**config.mk**
```make
export PLATFORM = sky130hd
export DESIGN_NAME = tex_untwiddle
export DESIGN_NICKNAME = d
export VERILOG_FILES = /design/src/rtl/utw_pkg.sv /design/src/rtl/utw_seq.sv /design/src/rtl/utw_coord.sv /design/src/rtl/utw_addr.sv /design/src/rtl/utw_nibble.sv /design/src/rtl/tex_untwiddle.sv
export SDC_FILE = /design/constraint.sdc
export NUM_CORES = 1
export LEC_CHECK = 0
export ABC_CLOCK_PERIOD_IN_PS = 5700
export BUFFER_PORTS_ARGS = -buffer_cell sky130_fd_sc_hd__buf_4
export CAP_MARGIN = 20
export CORE_MARGIN = 2
export CORE_UTILIZATION = 58
export DETAILED_ROUTE_END_ITERATION = 8
export GPL_ROUTABILITY_DRIVEN = 0
export PLACE_DENSITY_LB_ADDON = 0.15
export SYNTH_ARGS = -nofsm -noshare
export SYNTH_HDL_FRONTEND = slang
export SYNTH_SLANG_ARGS = --single-unit
```
**constraint.sdc**
```tcl
create_clock -name clk -period 5.7 [get_ports clk]
set_clock_uncertainty 0.2 [all_clocks]
set_input_delay 1.14 -clock clk [delete_from_list [all_inputs] [get_ports clk]]
set_output_delay 1.14 -clock clk [all_outputs]
set_load 0.005 [all_outputs]
```
**src/rtl/utw_pkg.sv**
```systemverilog
package utw_pkg;

    typedef enum logic [1:0] {
        PIX_8   = 2'd0,
        PIX_16  = 2'd1,
        PIX_4   = 2'd2,
        PIX_8B  = 2'd3
    } pix_fmt_e;

    function automatic logic two_byte_elem(input pix_fmt_e f);
        return (f == PIX_16) || (f == PIX_4);
    endfunction

endpackage

```
**src/rtl/utw_seq.sv**
```systemverilog
module utw_seq
    import utw_pkg::*;
#(
    parameter int AW      = 23,
    parameter int LOG_MAX = 10,
    parameter int LW      = $clog2(LOG_MAX + 1),
    parameter int CNT_W   = 2 * LOG_MAX
) (
    input  logic             clk,
    input  logic             rst_n,
    input  logic             start_i,
    input  logic [AW-1:0]    base_i,
    input  logic [LW-1:0]    log2_w_i,
    input  logic [LW-1:0]    log2_h_i,
    input  pix_fmt_e         fmt_i,
    input  logic             ready_i,
    output logic             busy_o,
    output logic             done_o,
    output logic [CNT_W-1:0] cnt_o,
    output logic [AW-1:0]    base_o,
    output logic             esh_o,
    output logic             nib_o,
    output logic [LW-1:0]    gmin_o,
    output logic             wide_o
);

    localparam logic [LW-1:0] LIM = LW'(LOG_MAX);

    typedef struct packed {
        logic             busy;
        logic             done;
        logic [CNT_W-1:0] cnt;
        logic [CNT_W-1:0] last;
        logic [AW-1:0]    base;
        logic             esh;
        logic             nib;
        logic [LW-1:0]    gmin;
        logic             wide;
    } seq_st_t;

    seq_st_t st_d, st_q;

    logic [LW-1:0]    wc, hc, gw, gh;
    logic [LW:0]      gsum;
    logic [CNT_W:0]   span;

    always_comb begin
        wc   = (log2_w_i > LIM) ? LIM : log2_w_i;
        hc   = (log2_h_i > LIM) ? LIM : log2_h_i;
        if (fmt_i == PIX_4) begin
            gw = (wc == '0) ? '0 : wc - LW'(1);
            gh = (hc == '0) ? '0 : hc - LW'(1);
        end else begin
            gw = wc;
            gh = hc;
        end
        gsum = {1'b0, gw} + {1'b0, gh};
        span = ((CNT_W+1)'(1) << gsum) - (CNT_W+1)'(1);

        st_d      = st_q;
        st_d.done = 1'b0;
        if (!st_q.busy) begin
            if (start_i) begin
                st_d.busy = 1'b1;
                st_d.cnt  = '0;
                st_d.last = span[CNT_W-1:0];
                st_d.esh  = two_byte_elem(fmt_i);
                st_d.nib  = (fmt_i == PIX_4);
                st_d.base = two_byte_elem(fmt_i) ? {base_i[AW-1:1], 1'b0} : base_i;
                st_d.gmin = (gw < gh) ? gw : gh;
                st_d.wide = (gw > gh);
            end
        end else if (ready_i) begin
            if (st_q.cnt == st_q.last) begin
                st_d.busy = 1'b0;
                st_d.done = 1'b1;
            end else begin
                st_d.cnt = st_q.cnt + CNT_W'(1);
            end
        end
    end

    always_ff @(posedge clk) begin
        if (!rst_n) st_q <= '0;
        else        st_q <= st_d;
    end

    assign busy_o = st_q.busy;
    assign done_o = st_q.done;
    assign cnt_o  = st_q.cnt;
    assign base_o = st_q.base;
    assign esh_o  = st_q.esh;
    assign nib_o  = st_q.nib;
    assign gmin_o = st_q.gmin;
    assign wide_o = st_q.wide;


    cnt_bound_chk: assert property (@(posedge clk) disable iff (!rst_n)
        st_q.busy |-> (st_q.cnt <= st_q.last));


    done_pulse_chk: assert property (@(posedge clk) disable iff (!rst_n)
        st_q.done |=> !st_q.done);


    start_ignored_chk: assert property (@(posedge clk) disable iff (!rst_n)
        (st_q.busy && start_i && !ready_i) |=> $stable(st_q.cnt) && $stable(st_q.base));

endmodule

```
**src/rtl/utw_coord.sv**
```systemverilog
module utw_coord #(
    parameter int LOG_MAX = 10,
    parameter int LW      = $clog2(LOG_MAX + 1),
    parameter int CNT_W   = 2 * LOG_MAX
) (
    input  logic [CNT_W-1:0]   cnt_i,
    input  logic [LW-1:0]      gmin_i,
    input  logic               wide_i,
    input  logic               nib_i,
    output logic [LOG_MAX-1:0] x_o,
    output logic [LOG_MAX-1:0] y_o
);

    logic [LOG_MAX-1:0] xs, ys, gx, gy, toff;
    logic [CNT_W-1:0]   tile, tsh;

    for (genvar j = 0; j < LOG_MAX; j++) begin : g_bit
        assign xs[j] = (LW'(j) < gmin_i) ? cnt_i[2*j+1] : 1'b0;
        assign ys[j] = (LW'(j) < gmin_i) ? cnt_i[2*j]   : 1'b0;
    end

    always_comb begin
        tile = cnt_i >> {gmin_i, 1'b0};
        tsh  = tile << gmin_i;
        toff = tsh[LOG_MAX-1:0];
        gx   = wide_i ? (xs | toff) : xs;
        gy   = wide_i ? ys : (ys | toff);
        x_o  = nib_i ? {gx[LOG_MAX-2:0], 1'b0} : gx;
        y_o  = nib_i ? {gy[LOG_MAX-2:0], 1'b0} : gy;
    end

endmodule

```
**src/rtl/utw_addr.sv**
```systemverilog
module utw_addr #(
    parameter int AW    = 23,
    parameter int CNT_W = 20
) (
    input  logic [AW-1:0]    base_i,
    input  logic [CNT_W-1:0] cnt_i,
    input  logic             esh_i,
    output logic [AW-1:0]    phys_o
);

    logic [AW-1:0] off, logical;

    always_comb begin
        off     = AW'(cnt_i) << esh_i;
        logical = base_i + off;
        phys_o  = {logical[2], logical[AW-1:3], logical[1:0]};
    end

endmodule

```
**src/rtl/utw_nibble.sv**
```systemverilog
module utw_nibble (
    input  logic [7:0] b0_i,
    input  logic [7:0] b1_i,
    output logic [7:0] top_o,
    output logic [7:0] bot_o
);

    always_comb begin
        top_o = {b1_i[3:0], b0_i[3:0]};
        bot_o = {b1_i[7:4], b0_i[7:4]};
    end

endmodule

```
**src/rtl/tex_untwiddle.sv**
```systemverilog
module tex_untwiddle
    import utw_pkg::*;
#(
    parameter int AW      = 23,
    parameter int LOG_MAX = 10,
    parameter int LW      = $clog2(LOG_MAX + 1)
) (
    input  logic               clk,
    input  logic               rst_n,
    input  logic               start,
    input  logic [AW-1:0]      base_addr,
    input  logic [LW-1:0]      log2_w,
    input  logic [LW-1:0]      log2_h,
    input  logic [1:0]         fmt,
    input  logic               ready,
    input  logic [7:0]         blk_b0,
    input  logic [7:0]         blk_b1,
    output logic               valid,
    output logic [AW-1:0]      rd_addr,
    output logic [LOG_MAX-1:0] dst_x,
    output logic [LOG_MAX-1:0] dst_y,
    output logic               done,
    output logic [7:0]         row_top,
    output logic [7:0]         row_bot
);

    localparam int CNT_W = 2 * LOG_MAX;

    logic [CNT_W-1:0] cnt;
    logic [AW-1:0]    base_l;
    logic             esh, nib, wide;
    logic [LW-1:0]    gmin;

    utw_seq #(.AW(AW), .LOG_MAX(LOG_MAX), .LW(LW), .CNT_W(CNT_W)) u_seq (
        .clk(clk), .rst_n(rst_n), .start_i(start), .base_i(base_addr),
        .log2_w_i(log2_w), .log2_h_i(log2_h), .fmt_i(pix_fmt_e'(fmt)),
        .ready_i(ready), .busy_o(valid), .done_o(done), .cnt_o(cnt),
        .base_o(base_l), .esh_o(esh), .nib_o(nib), .gmin_o(gmin), .wide_o(wide)
    );

    utw_coord #(.LOG_MAX(LOG_MAX), .LW(LW), .CNT_W(CNT_W)) u_coord (
        .cnt_i(cnt), .gmin_i(gmin), .wide_i(wide), .nib_i(nib),
        .x_o(dst_x), .y_o(dst_y)
    );

    utw_addr #(.AW(AW), .CNT_W(CNT_W)) u_addr (
        .base_i(base_l), .cnt_i(cnt), .esh_i(esh), .phys_o(rd_addr)
    );

    utw_nibble u_nib (
        .b0_i(blk_b0), .b1_i(blk_b1), .top_o(row_top), .bot_o(row_bot)
    );


    stall_hold_chk: assert property (@(posedge clk) disable iff (!rst_n)
        (valid && !ready) |=> valid && $stable(rd_addr) && $stable(dst_x) && $stable(dst_y));


    first_beat_chk: assert property (@(posedge clk) disable iff (!rst_n)
        $rose(valid) |-> (dst_x == '0) && (dst_y == '0));


    done_idle_chk: assert property (@(posedge clk) disable iff (!rst_n)
        done |-> !valid);


    nib_even_chk: assert property (@(posedge clk) disable iff (!rst_n)
        (valid && nib) |-> (!dst_x[0] && !dst_y[0]));

endmodule

```
---- Word-level counts from Yosys, hierarchy flattened ----
Cells that the tools add are included.
storage, ports and cells
  flip-flop bits (word level) ............. 72
  latch bits .............................. 0
  bits in writable memories ............... 0
  memory bits (read-only) ................. 0
  output and inout port bits .............. 61
  word-level logic and storage cells ...... 87
  memories kept ........................... 0
operators by class
  add/subtract/negate cells ............... 6
  $mul .................................... 0
  divide/modulo/power cells ............... 0
  $lt $le $gt $ge ......................... 14
  eq/ne operators ......................... 5
  shifts and indexed selects .............. 4
  muxes and demuxes ....................... 39
  bitwise logic cells ..................... 3
  reductions and logical operators ........ 7
operator list
  kind                                                                  count
  70-bit 2-to-1 mux                                                     1
  10-bit 2-to-1 mux                                                     4
  20-bit 2-to-1 mux                                                     2
  4-bit 2-to-1 mux                                                      7
  23-bit adder                                                          1
  1-bit 2-to-1 mux                                                      23
  20-bit by 1-bit left shift with 23-bit output                         1
  22-bit 2-to-1 mux                                                     1
  20-bit by 1-bit adder with 20-bit output, second input constant       1
  20-bit equality test                                                  1
  10-bit OR                                                             2
  1-bit by 5-bit left shift with 20-bit output, first input constant    1
  20-bit by 4-bit left shift with 10-bit output                         1
  20-bit by 5-bit right shift with 20-bit output                        1
  20-bit by 2-bit subtractor with 20-bit output, second input constant  1
  3-bit by 4-bit < comparator with 1-bit output, first input constant   4
  4-bit greater-than comparator, second input constant                  2
  4-bit zero test                                                       2
  1-bit by 4-bit < comparator with 1-bit output, first input constant   2
  2-bit by 4-bit < comparator with 1-bit output, first input constant   2
  4-bit < comparator, first input constant                              2
  4-bit by 1-bit subtractor with 4-bit output, second input constant    2
  3-bit AND reduction                                                   2
  4-bit by 4-bit adder with 5-bit output                                1
  10 further kinds                                                      11

---- Depth between registers and ports, before layout ----
Gate-level depths: netlist of the first run.
  depth in word-level cells ............... 10
  depth in mapped cells ................... 21
  mapped depth without buffers ............ 19

---- Modules after synthesis ----
Synthesis of the first run repeated with hierarchy kept, for this count alone.
second synthesis, totals
  cells, all modules ...................... 945
  area total of the unflattened synthesis .. 7412.1 µm²
modules (own cells, without submodules)
  module      times used  cells each  area each (µm²)  sequential area each (µm²)
  utw_seq     1           562         4478.0           1441.4
  utw_coord   1           207         1483.9           0.0
  utw_addr    1           160         1330.0           0.0
  utw_nibble  1           16          120.1            0.0

---- Least setup slack after synthesis of the first run ----
OpenSTA, ideal clock, no wires.
  path kind ............................... input to register
  start point ............................. input port fmt[0]
  end point ............................... register u_seq.st_q[48] (netlist name)
  library setup time ...................... 74 ps
  data arrival time ....................... 4235 ps
  path slack .............................. 1191 ps
  cell stages on the path ................. 18
  buffers on the path ..................... 1
  cells stage by stage .................... inv_1 > ha_1 > clkbuf_1 > nand2_1 > nor2_1 > mux2i_1 > ha_1 > o21a_1 > o21ai_0 > nand3_1 > inv_1 > nand4_1 > ha_1 > nor2_1 > a41oi_1 > o2bb2ai_1 > nand2_1 > a31oi_1
between the ends
  cells in the longest elaborated chain, start to end .. 5
  elaborated cells on any way between the ends .. 6
ends and longest elaborated chain
  item                                               RTL line             text
  from (decl)                                        tex_untwiddle.sv:14  input logic [1:0] fmt,
  2-bit equality test (*)                            utw_seq.sv:50        if (fmt_i == PIX_4) begin
  4-bit 2-to-1 mux                                   utw_seq.sv:50
  4-bit by 4-bit adder with 5-bit output (*)         utw_seq.sv:57        gsum = {1'b0, gw} + {1'b0, gh};
  1-bit by 5-bit left shift with 20-bit output (*)   utw_seq.sv:58        span = ((CNT_W+1)'(1) << gsum) - (CNT_W+1)'(1);
  20-bit by 2-bit subtractor with 20-bit output (*)  utw_seq.sv:58
  to (signal assigned)                               utw_seq.sv:85        else st_q <= st_d;
  to (decl)                                          utw_seq.sv:41        seq_st_t st_d, st_q;
Every way passes the cells marked *; elsewhere a longest branch is shown, timed or not.
A chain may end at the register's enable or synchronous reset.

---- Worst setup path after layout of the first run ----
  start point ............................. input port fmt[0]
  end point ............................... register u_seq.st_q[38] (netlist name)
Same word-level chain as after synthesis.

==> results of run 1 <==
## final timing paths
path                      to  slack, ns  cells after the start
max           u_seq.st_q[38]       0.64                     17
min reg2reg  u_seq.base_o[0]       0.26                      2
min          u_seq.base_o[0]       0.26                      2
max reg2reg   u_seq.cnt_o[7]       2.45                      7
## where the power goes
part           internal [mW]  leakage [nW]  switching [mW]
sequential             0.531         0.589          0.0363
combinational          0.171          2.33           0.227
clock                  0.249         0.107           0.215
total                  0.951          3.02           0.479
## logic make-up (layout without fill, tap and decap cells)
logic type	count (synthesis)	count (layout)	share of synthesized area, %
mux	50	50	10.2
fa+ha+maj	34	34	6.77
flops	72	72	22.2
buf+inv	117	140	8.20
simple gates	287	287	20.9
compound gates	264	264	25.7
xor+xnor	45	45	6.06
## Yosys cell counts, types with 10 or more instances
library cell	instances	area, sq um
sky130_fd_sc_hd__a21o_1	15	113
sky130_fd_sc_hd__inv_1	32	120
sky130_fd_sc_hd__nand2_1	111	417
sky130_fd_sc_hd__a22oi_1	11	82.6
sky130_fd_sc_hd__or3_1	17	106
sky130_fd_sc_hd__mux2i_1	14	140
sky130_fd_sc_hd__o21ai_0	60	300
sky130_fd_sc_hd__buf_4	18	135
sky130_fd_sc_hd__mux2_2	24	270
sky130_fd_sc_hd__nand3_1	16	80.1
sky130_fd_sc_hd__nor2_1	60	225
sky130_fd_sc_hd__clkbuf_1	46	173
sky130_fd_sc_hd__ha_1	32	400
sky130_fd_sc_hd__nand4_1	11	68.8
sky130_fd_sc_hd__a211oi_1	13	97.6
sky130_fd_sc_hd__xnor2_1	29	254
sky130_fd_sc_hd__and2_1	11	68.8
sky130_fd_sc_hd__buf_2	14	70.1
sky130_fd_sc_hd__dfxtp_1	72	1440
sky130_fd_sc_hd__a21oi_1	87	435
sky130_fd_sc_hd__nand2b_1	10	62.6
sky130_fd_sc_hd__xor2_1	16	140
sky130_fd_sc_hd__nor3_1	14	70.1
## state kept, by name, summed over array words and instances, names as in the netlist
name and flops:
u_seq.base_o 23, u_seq.cnt_o 20, u_seq.busy_o 1, u_seq.gmin_o 4, u_seq.esh_o 1, u_seq.st_q 20
u_seq.wide_o 1, u_seq.done_o 1, u_seq.nib_o 1
## metrics by stage
stage / instances / setup WS [ns] / hold WS, ns / instance area [sq um]
2_1_floorplan: 869 / 1.19 / 0.236 / 6500
3_3_place_gp: 1016 / 0.619 / 0.248 / 6960
3_5_place_dp: 1016 / 0.349 / 0.257 / 6960
4_1_cts: 1032 / 0.681 / 0.266 / 7180
5_1_grt: 1032 / 0.245 / 0.290 / 7180
6_report: 1032 / 0.642 / 0.264 / 7180
## cell type report
type / instances / area [sq um] / area share [%]
clock buffer: 10 / 128 / 1.78
clock inverter: 6 / 90.1 / 1.26
inverter: 33 / 124 / 1.73
multi-input combinational: 680 / 4540 / 63.2
sequential: 72 / 1440 / 20.1
tap: 140 / 175 / 2.44
timing repair buffer: 91 / 683 / 9.52
## worst register-to-register path, cell delays in order, from the launching register on
cell and delay, ns:
sky130_fd_sc_hd__dfxtp_1 0.72, sky130_fd_sc_hd__xnor2_1 0.18, sky130_fd_sc_hd__nand4_1 0.13, sky130_fd_sc_hd__nor3_1 0.32, sky130_fd_sc_hd__a31oi_2 0.28, sky130_fd_sc_hd__o2111ai_1 0.92, sky130_fd_sc_hd__o21ai_0 0.24, sky130_fd_sc_hd__a21oi_1 0.19
## per-layer routing
metal,GRT usage (%),part of all wire (%)
met3,3.68,8.8
met2,48.4,47
met5,0,0
met1,38.1,41
met4,12.7,2.7
==> reports/results.md, run 1 <==
| Group | Metric | Reported |
|---|---|---|
| synthesis | Count of yosys warnings during synthesis | 0 |
| worst setup path | Source of the worst register-to-register timing path | u_seq.cnt_o[9] |
| synthesis | Post-synthesis cell type count | 71 |
| detailed routing | Number of design rule violations left after detail routing | 0 |
| pwr | Worst voltage drop across the vdd grid | 0.151 mV |
| worst setup path | Launch point of the critical path | fmt[0] |
| worst setup path | Peak fanout along the critical path | 15 |
| final layout | Net total in the final layout | 974 |
| clocking | Clock sink count | 72 |
| final layout | Number of inserted filler cells in the final layout | 922 |
| hold path | Hold wc startpoint | u_seq.base_o[0] |
| sta | Unrepaired setup endpoints after global routing | false |
| hold path | Class of the most critical hold timing path | flop to flop |
| detailed routing | Routed via count divided by cell count | 6.31 |
| clocking | Count of cells resized by post-cts repair | 0 |
| clocking | Clock-pin slew on the worst setup and hold paths | 0.08 ns |
| die | IO Count | 114 |
| final layout | Layout Area Growth over Synthesis | 10.4% |
| clocking | Number of buffers created by CTS | 9 |
| pwr | Leak | 3.02 nW |
| worst setup path | Endpoint class of the critical path | flop |
| global route | Maximum number of pins on one net before global-route repair | 65 |
| final layout | Highest-count cells in the layout ignoring fill and taps | 111 x sky130_fd_sc_hd__nand2_1, 91 x sky130_fd_sc_hd__buf_4, 87 x sky130_fd_sc_hd__a21oi_1, 72 x sky130_fd_sc_hd__dfxtp_1 |
| detailed routing | Antenna-violating nets left | 0 |
| sta | Top achievable clock speed | 0.198 GHz |
| global route | Global-route congestion overflow total | 0 |
| worst setup path | Max stage delay cell, worst path | sky130_fd_sc_hd__o21ai_0 |
| global route | Aggregate global-route resource usage | 29.3% |
| global route | Vias in the first global route | 5944 |
| sta | Crit share post-route | 88.7% |
| worst setup path | List of cells traversed by the critical path | buf_4 > inv_1 > ha_1 > nand2_1 > nor2_1 > mux2i_1 > ha_1 > o21a_1 > o21ai_0 > nand3_1 > inv_1 > nand4_1 > ha_1 > nor3_1 > mux2i_1 > a2bb2oi_1 > a21oi_1 |
| clocking | Clock H-tree levels | 3 |
| final layout | Number of inserted diodes | 0 |
| sta | Slew at the pin closest to its max-slew limit | 1.05 ns |
| die | Std cell rows | 38 |
| sta | Total count of hold-check failures in the final report | 0 |
| synthesis | Number of enable-type register cells in the synthesized netlist | 0 |
| worst setup path | Buffers & Inverters on Critical Path | 3 |
| sta | Slew margin rel. | 30.0% |
| synthesis | Flops & latches, synth | 72 |
| synthesis | Post-Syn Nets | 956 |
| synthesis | Fraction of the yosys area taken by sequential cells | 22.2% |
| final layout | Share of layout cells above drive strength 1 | 16.7% |
| clocking | Buffer depth of the longest clock path | 2 |
| sta | Final setup violating endpoints | 0 |
| worst setup path | Critical path data required time | 5.80 ns |
| sta | Sum of negative setup slack | 0 ns |
| detailed routing | Number of DRC violations after detailed-routing iteration 0 | 494 |
| synthesis | Share of synthesized registers carrying an async set or reset | 0% |
| worst setup path | Worst EP arrival | 5.16 ns |
| die | Core ar. | 10900 sq um |
| synthesis | Per-instance average area after synthesis | 7.48 sq um |
| clocking | Clk Tree Root Cell | sky130_fd_sc_hd__clkbuf_8 |
| clocking | Number of post-CTS setup repair buffers | 0 |
| pwr | Power per unit of standard cell area | 199 nW/um^2 |
| worst setup path | Maximum cell stage delay along the critical path | 0.46 ns |
| clocking | TritonCTS clock tree | done |
| sta | Max-slew violation total from the final report | 0 |
| job | Reported max-cap violation count | 0 |
| synthesis | Cell Area, Synth | 6500 sq um |
| detailed routing | Detailed Routing Iterations Pass 1 | 5 |
| die | Floorplan die width | 110 um |
| final layout | Final Core Density | 65.9% |
| die | Effective utilization at floorplan | 59.7% |
| synthesis | Cells after Synth | 869 |
| detailed routing | Via Count | 6516 |
| clocking | Hold Buf Count CTS | 0 |
| place | Input/output buffers | 81 |
| worst setup path | CP Class | input pin to flop |
| die | Die area | 12100 sq um |
| worst setup path | Cell seen most often among critical-path stages | sky130_fd_sc_hd__ha_1 |
| detailed routing | Total wirelength of the detailed-routed design | 17500 um |
| final layout | Most frequent standard cell in the layout excluding fill and tap cells | sky130_fd_sc_hd__nand2_1 |
| pwr | PnR Total Power | 1.43 mW |
| global route | Global-route wire length before repair | 28200 um |
| detailed routing | Drt wl/cell | 17.0 um |
| clocking | Clk Latency, worst-skew pair | 0.38 ns |
| worst setup path | Type of origin of the critical path | input pin |
| synthesis | Post-synth top flop | sky130_fd_sc_hd__dfxtp_1 |
| die | Floorplan die height | 110 um |
| global route | Initial antenna violation count | 0 |
| sta | Shortest period the worst path allows | 5.06 ns |
| place | Detail Placement HPWL | 12700 um |
| worst setup path | Category of cells accounting for the largest share of critical-path delay | adder cells |
| status | Status | complete, no violations |
No activity file was read; power rests on OpenSTA's default activity.
==> run 2, diff against run 1 <==
--- a/config.mk
+++ b/config.mk
@@ -13,5 +13,5 @@
 export DETAILED_ROUTE_END_ITERATION = 8
 export GPL_ROUTABILITY_DRIVEN = 0
-export PLACE_DENSITY_LB_ADDON = 0.15
+export PLACE_DENSITY = 0.93
 export SYNTH_ARGS = -nofsm -noshare
 export SYNTH_HDL_FRONTEND = slang
==> constraint.sdc (replaced) <==
create_clock -name clk -period 5.7 [get_ports clk]
set_clock_uncertainty 0.2 [all_clocks]
set_input_delay 0.285 -clock clk [delete_from_list [all_inputs] [get_ports clk]]
set_output_delay 0.285 -clock clk [all_outputs]
set_load 0.005 [all_outputs]
==> run 2 against run 1 <==
  * Via count up 2.1%
  * Sequential power about the same
  * Critical endpoint is now rd_addr[20]
  * Register-to-register slack is essentially flat
  * Power increased by 2.4%
  * Cell count grew 1.6%
  * Non-clock buffer count grew 17
  * Combinational power is 3% higher
  * Critical path depth shrank 6
==> reports/results.md, run 2 (same netlist as run 1, synthesis figures left out) <==
| Group | Metric | Reported | vs previous |
|---|---|---|---|
| status | Status | complete, no violations | unchanged |
| worst setup path | CP Class | flop to output port | was input pin to flop |
| pwr | Power share of the sequential group | 38.7% | was 39.7% |
| detailed routing | Drt wl/cell | 16.5 um | was 17.0 um |
| sta | Crit share post-route | 77.4% | was 88.7% |
| final layout | Number of inserted diodes | 0 | unchanged |
| die | Floorplan die width | 110 um | unchanged |
| detailed routing | Routed via count divided by cell count | 6.34 | was 6.31 |
| die | Std cell rows | 38 | unchanged |
| die | IO Count | 114 | unchanged |
| global route | Initial antenna violation count | 0 | unchanged |
| final layout | Largest register FFs | 23 | unchanged |
| pwr | Worst voltage drop across the vdd grid | 0.136 mV | was 0.151 mV |
| detailed routing | Total wirelength of the detailed-routed design | 17400 um | was 17500 um |
| global route | Met3 Track Usage GR | 6.34% | was 3.68% |
| die | Effective utilization at floorplan | 59.7% | unchanged |
| pwr | Power per unit of standard cell area | 199 nW/um^2 | about the same |
| global route | Busiest grt layer | met2 | unchanged |
| pwr | Fraction of power spent switching nets | 31.8% | was 33.5% |
| place | Detail Placement HPWL | 11900 um | was 12700 um |
| clocking | Hold Buf Count CTS | 21 | was 0 |
| sta | Shortest period the worst path allows | 4.41 ns | was 5.06 ns |
| final layout | Most frequent standard cell in the layout excluding fill and tap cells | sky130_fd_sc_hd__nand2_1 | unchanged |
| pwr | Clock Power Share | 33.4% | was 32.5% |
| clocking | Number of buffers created by CTS | 9 | unchanged |
| sta | Top achievable clock speed | 0.227 GHz | was 0.198 GHz |
| detailed routing | Via Count | 6651 | was 6516 |
| detailed routing | Antenna-violating nets left | 0 | unchanged |
| global route | GR met2 Demand/Resource | 48.3% | was 48.4% |
| job | Reported max-cap violation count | 0 | unchanged |
| hold path | Class of the most critical hold timing path | input pin to flop | was flop to flop |
| place | Input/output buffers | 81 | unchanged |
| clocking | Clock sink count | 72 | unchanged |
| worst setup path | Endpoint class of the critical path | output port | was flop |
| global route | Met1 usage in global routing | 37.7% | was 38.1% |
| global route | Aggregate global-route resource usage | 29.7% | was 29.3% |
| clocking | Buffer depth of the longest clock path | 2 | unchanged |
| pwr | Cell-internal power | 0.999 mW | was 0.951 mW |
| detailed routing | Number of design rule violations left after detail routing | 0 | unchanged |
| global route | Global-route congestion overflow total | 0 | unchanged |
| detailed routing | Detailed Routing Iterations Pass 1 | 8 | was 5 |
| global route | Vias in the first global route | 6194 | was 5944 |
| clocking | Clk Latency, worst-skew pair | 0.36 ns | was 0.38 ns |
| clocking | Clk Tree Root Cell | sky130_fd_sc_hd__clkbuf_8 | unchanged |
| sta | Max-slew violation total from the final report | 0 | unchanged |
| worst setup path | Type of origin of the critical path | flop | was input pin |
| hold path | Number of instances on the worst hold path | 2 | unchanged |
| sta | Worst hold slack across all endpoints | 0.0190 ns | was 0.264 ns |
| sta | Total count of hold-check failures in the final report | 0 | unchanged |
| clocking | Number of post-CTS setup repair buffers | 0 | unchanged |
| clocking | Clock-pin slew on the worst setup and hold paths | 0.08 ns | about the same |
| pwr | Leak | 3.10 nW | was 3.02 nW |
| global route | Maximum number of pins on one net before global-route repair | 65 | unchanged |
| pwr | Share of power burned in combinational logic | 28.0% | was 27.8% |
| die | Core ar. | 10900 sq um | unchanged |
| die | Floorplan die height | 110 um | unchanged |
| sta | Unrepaired setup endpoints after global routing | false | unchanged |
| clocking | Clock H-tree levels | 3 | unchanged |
| final layout | Highest-count cells in the layout ignoring fill and taps | 111 x sky130_fd_sc_hd__nand2_1, 87 x sky130_fd_sc_hd__a21oi_1, 87 x sky130_fd_sc_hd__buf_4, 72 x sky130_fd_sc_hd__dfxtp_1 | was 111 x sky130_fd_sc_hd__nand2_1, 91 x sky130_fd_sc_hd__buf_4, 87 x sky130_fd_sc_hd__a21oi_1, 72 x sky130_fd_sc_hd__dfxtp_1 |
| final layout | Net total in the final layout | 991 | was 974 |
| pwr | Net load switching power | 0.465 mW | was 0.479 mW |
| worst setup path | Number of cells on the worst reg-to-reg path | 6 | was 7 |
| detailed routing | Number of DRC violations after detailed-routing iteration 0 | 629 | was 494 |
| sta | Sum of negative setup slack | 0 ns | unchanged |
| worst setup path | Worst EP arrival | 3.93 ns | was 5.16 ns |
| sta | Slew at the pin closest to its max-slew limit | 1.03 ns | was 1.05 ns |
| global route | Global-route wire length before repair | 28800 um | was 28200 um |
| die | Die area | 12100 sq um | unchanged |
| final layout | Layout Area Growth over Synthesis | 13.4% | was 10.4% |
| worst setup path | Critical path data required time | 5.22 ns | was 5.80 ns |
| sta | Final setup violating endpoints | 0 | unchanged |
| final layout | Share of layout cells above drive strength 1 | 16.0% | was 16.7% |
| sta | Slew margin rel. | 31.5% | was 30.0% |
| clocking | TritonCTS clock tree | done | unchanged |
| worst setup path | Peak fanout along the critical path | 27 | was 15 |
| clocking | Count of cells resized by post-cts repair | 0 | unchanged |
==> run 2: cell count changes in the layout (fill, tap and decap cells not counted), sizes merged <==
cell,change
buf,-4
bufinv,+1
clkinv,+1
dlygate4sd3,+21
inv,-2
==> run 2: layer usage <==
metal  up-vias  wire length, um
li1       3174                -
met4         0              435
met3        53             1490
met1      3084             7170
met5         -                0
met2       340             8260
==> run 2: stage by stage <==
step           instances  cell area (sq um)  setup WS [ns]  power, mW  util, %
6_report            1049               7370           1.29       1.46     67.7
5_1_grt             1049               7370          0.962       1.54     67.7
4_1_cts             1049               7370           1.35       1.46     67.7
3_5_place_dp        1012               6930           1.35      0.962     63.6
3_3_place_gp        1012               6930           1.54      0.954     63.6
2_1_floorplan        869               6500           2.05      0.858        -
==> run 2: layout make-up <==
cell class	count	area (sq um)
multi-input combinational	680	4540
fill	825	3510
sequential	72	1440
timing repair buffer	108	863
tap	140	175
clock buffer	10	128
inverter	33	124
clock inverter	6	108
==> run 2: final timing paths <==
path / from / to / slack [ns]
max reg2reg: u_seq.cnt_o[12] / u_seq.cnt_o[9] / 2.44
min reg2reg: u_seq.base_o[0] / u_seq.base_o[0] / 0.26
max: u_seq.esh_o / rd_addr[20] / 1.29
min: start / u_seq.busy_o / 0.02
==> run 2: critical path, stage by stage (launching register included) <==
cell                        delay, ns
sky130_fd_sc_hd__dfxtp_1         0.96
sky130_fd_sc_hd__mux2i_1         0.37
sky130_fd_sc_hd__inv_1           0.07
sky130_fd_sc_hd__ha_1            0.27
sky130_fd_sc_hd__a21o_1          0.13
sky130_fd_sc_hd__nand4_1         0.17
sky130_fd_sc_hd__a211oi_1        0.53
sky130_fd_sc_hd__o2111ai_1       0.29
sky130_fd_sc_hd__a21o_1          0.24
sky130_fd_sc_hd__a211o_1         0.25
sky130_fd_sc_hd__o311ai_0        0.10
sky130_fd_sc_hd__buf_4           0.18
==> run 2: power groups by stage <==
| stage | clock (mW) | combinational, mW | sequential, mW |
|---|---|---|---|
| 2_1_floorplan | 0 | 0.302 | 0.557 |
| 3_3_place_gp | 0 | 0.379 | 0.575 |
| 3_5_place_dp | 0 | 0.386 | 0.576 |
| 4_1_cts | 0.490 | 0.400 | 0.565 |
| 5_1_grt | 0.516 | 0.452 | 0.570 |
| 6_report | 0.488 | 0.410 | 0.566 |
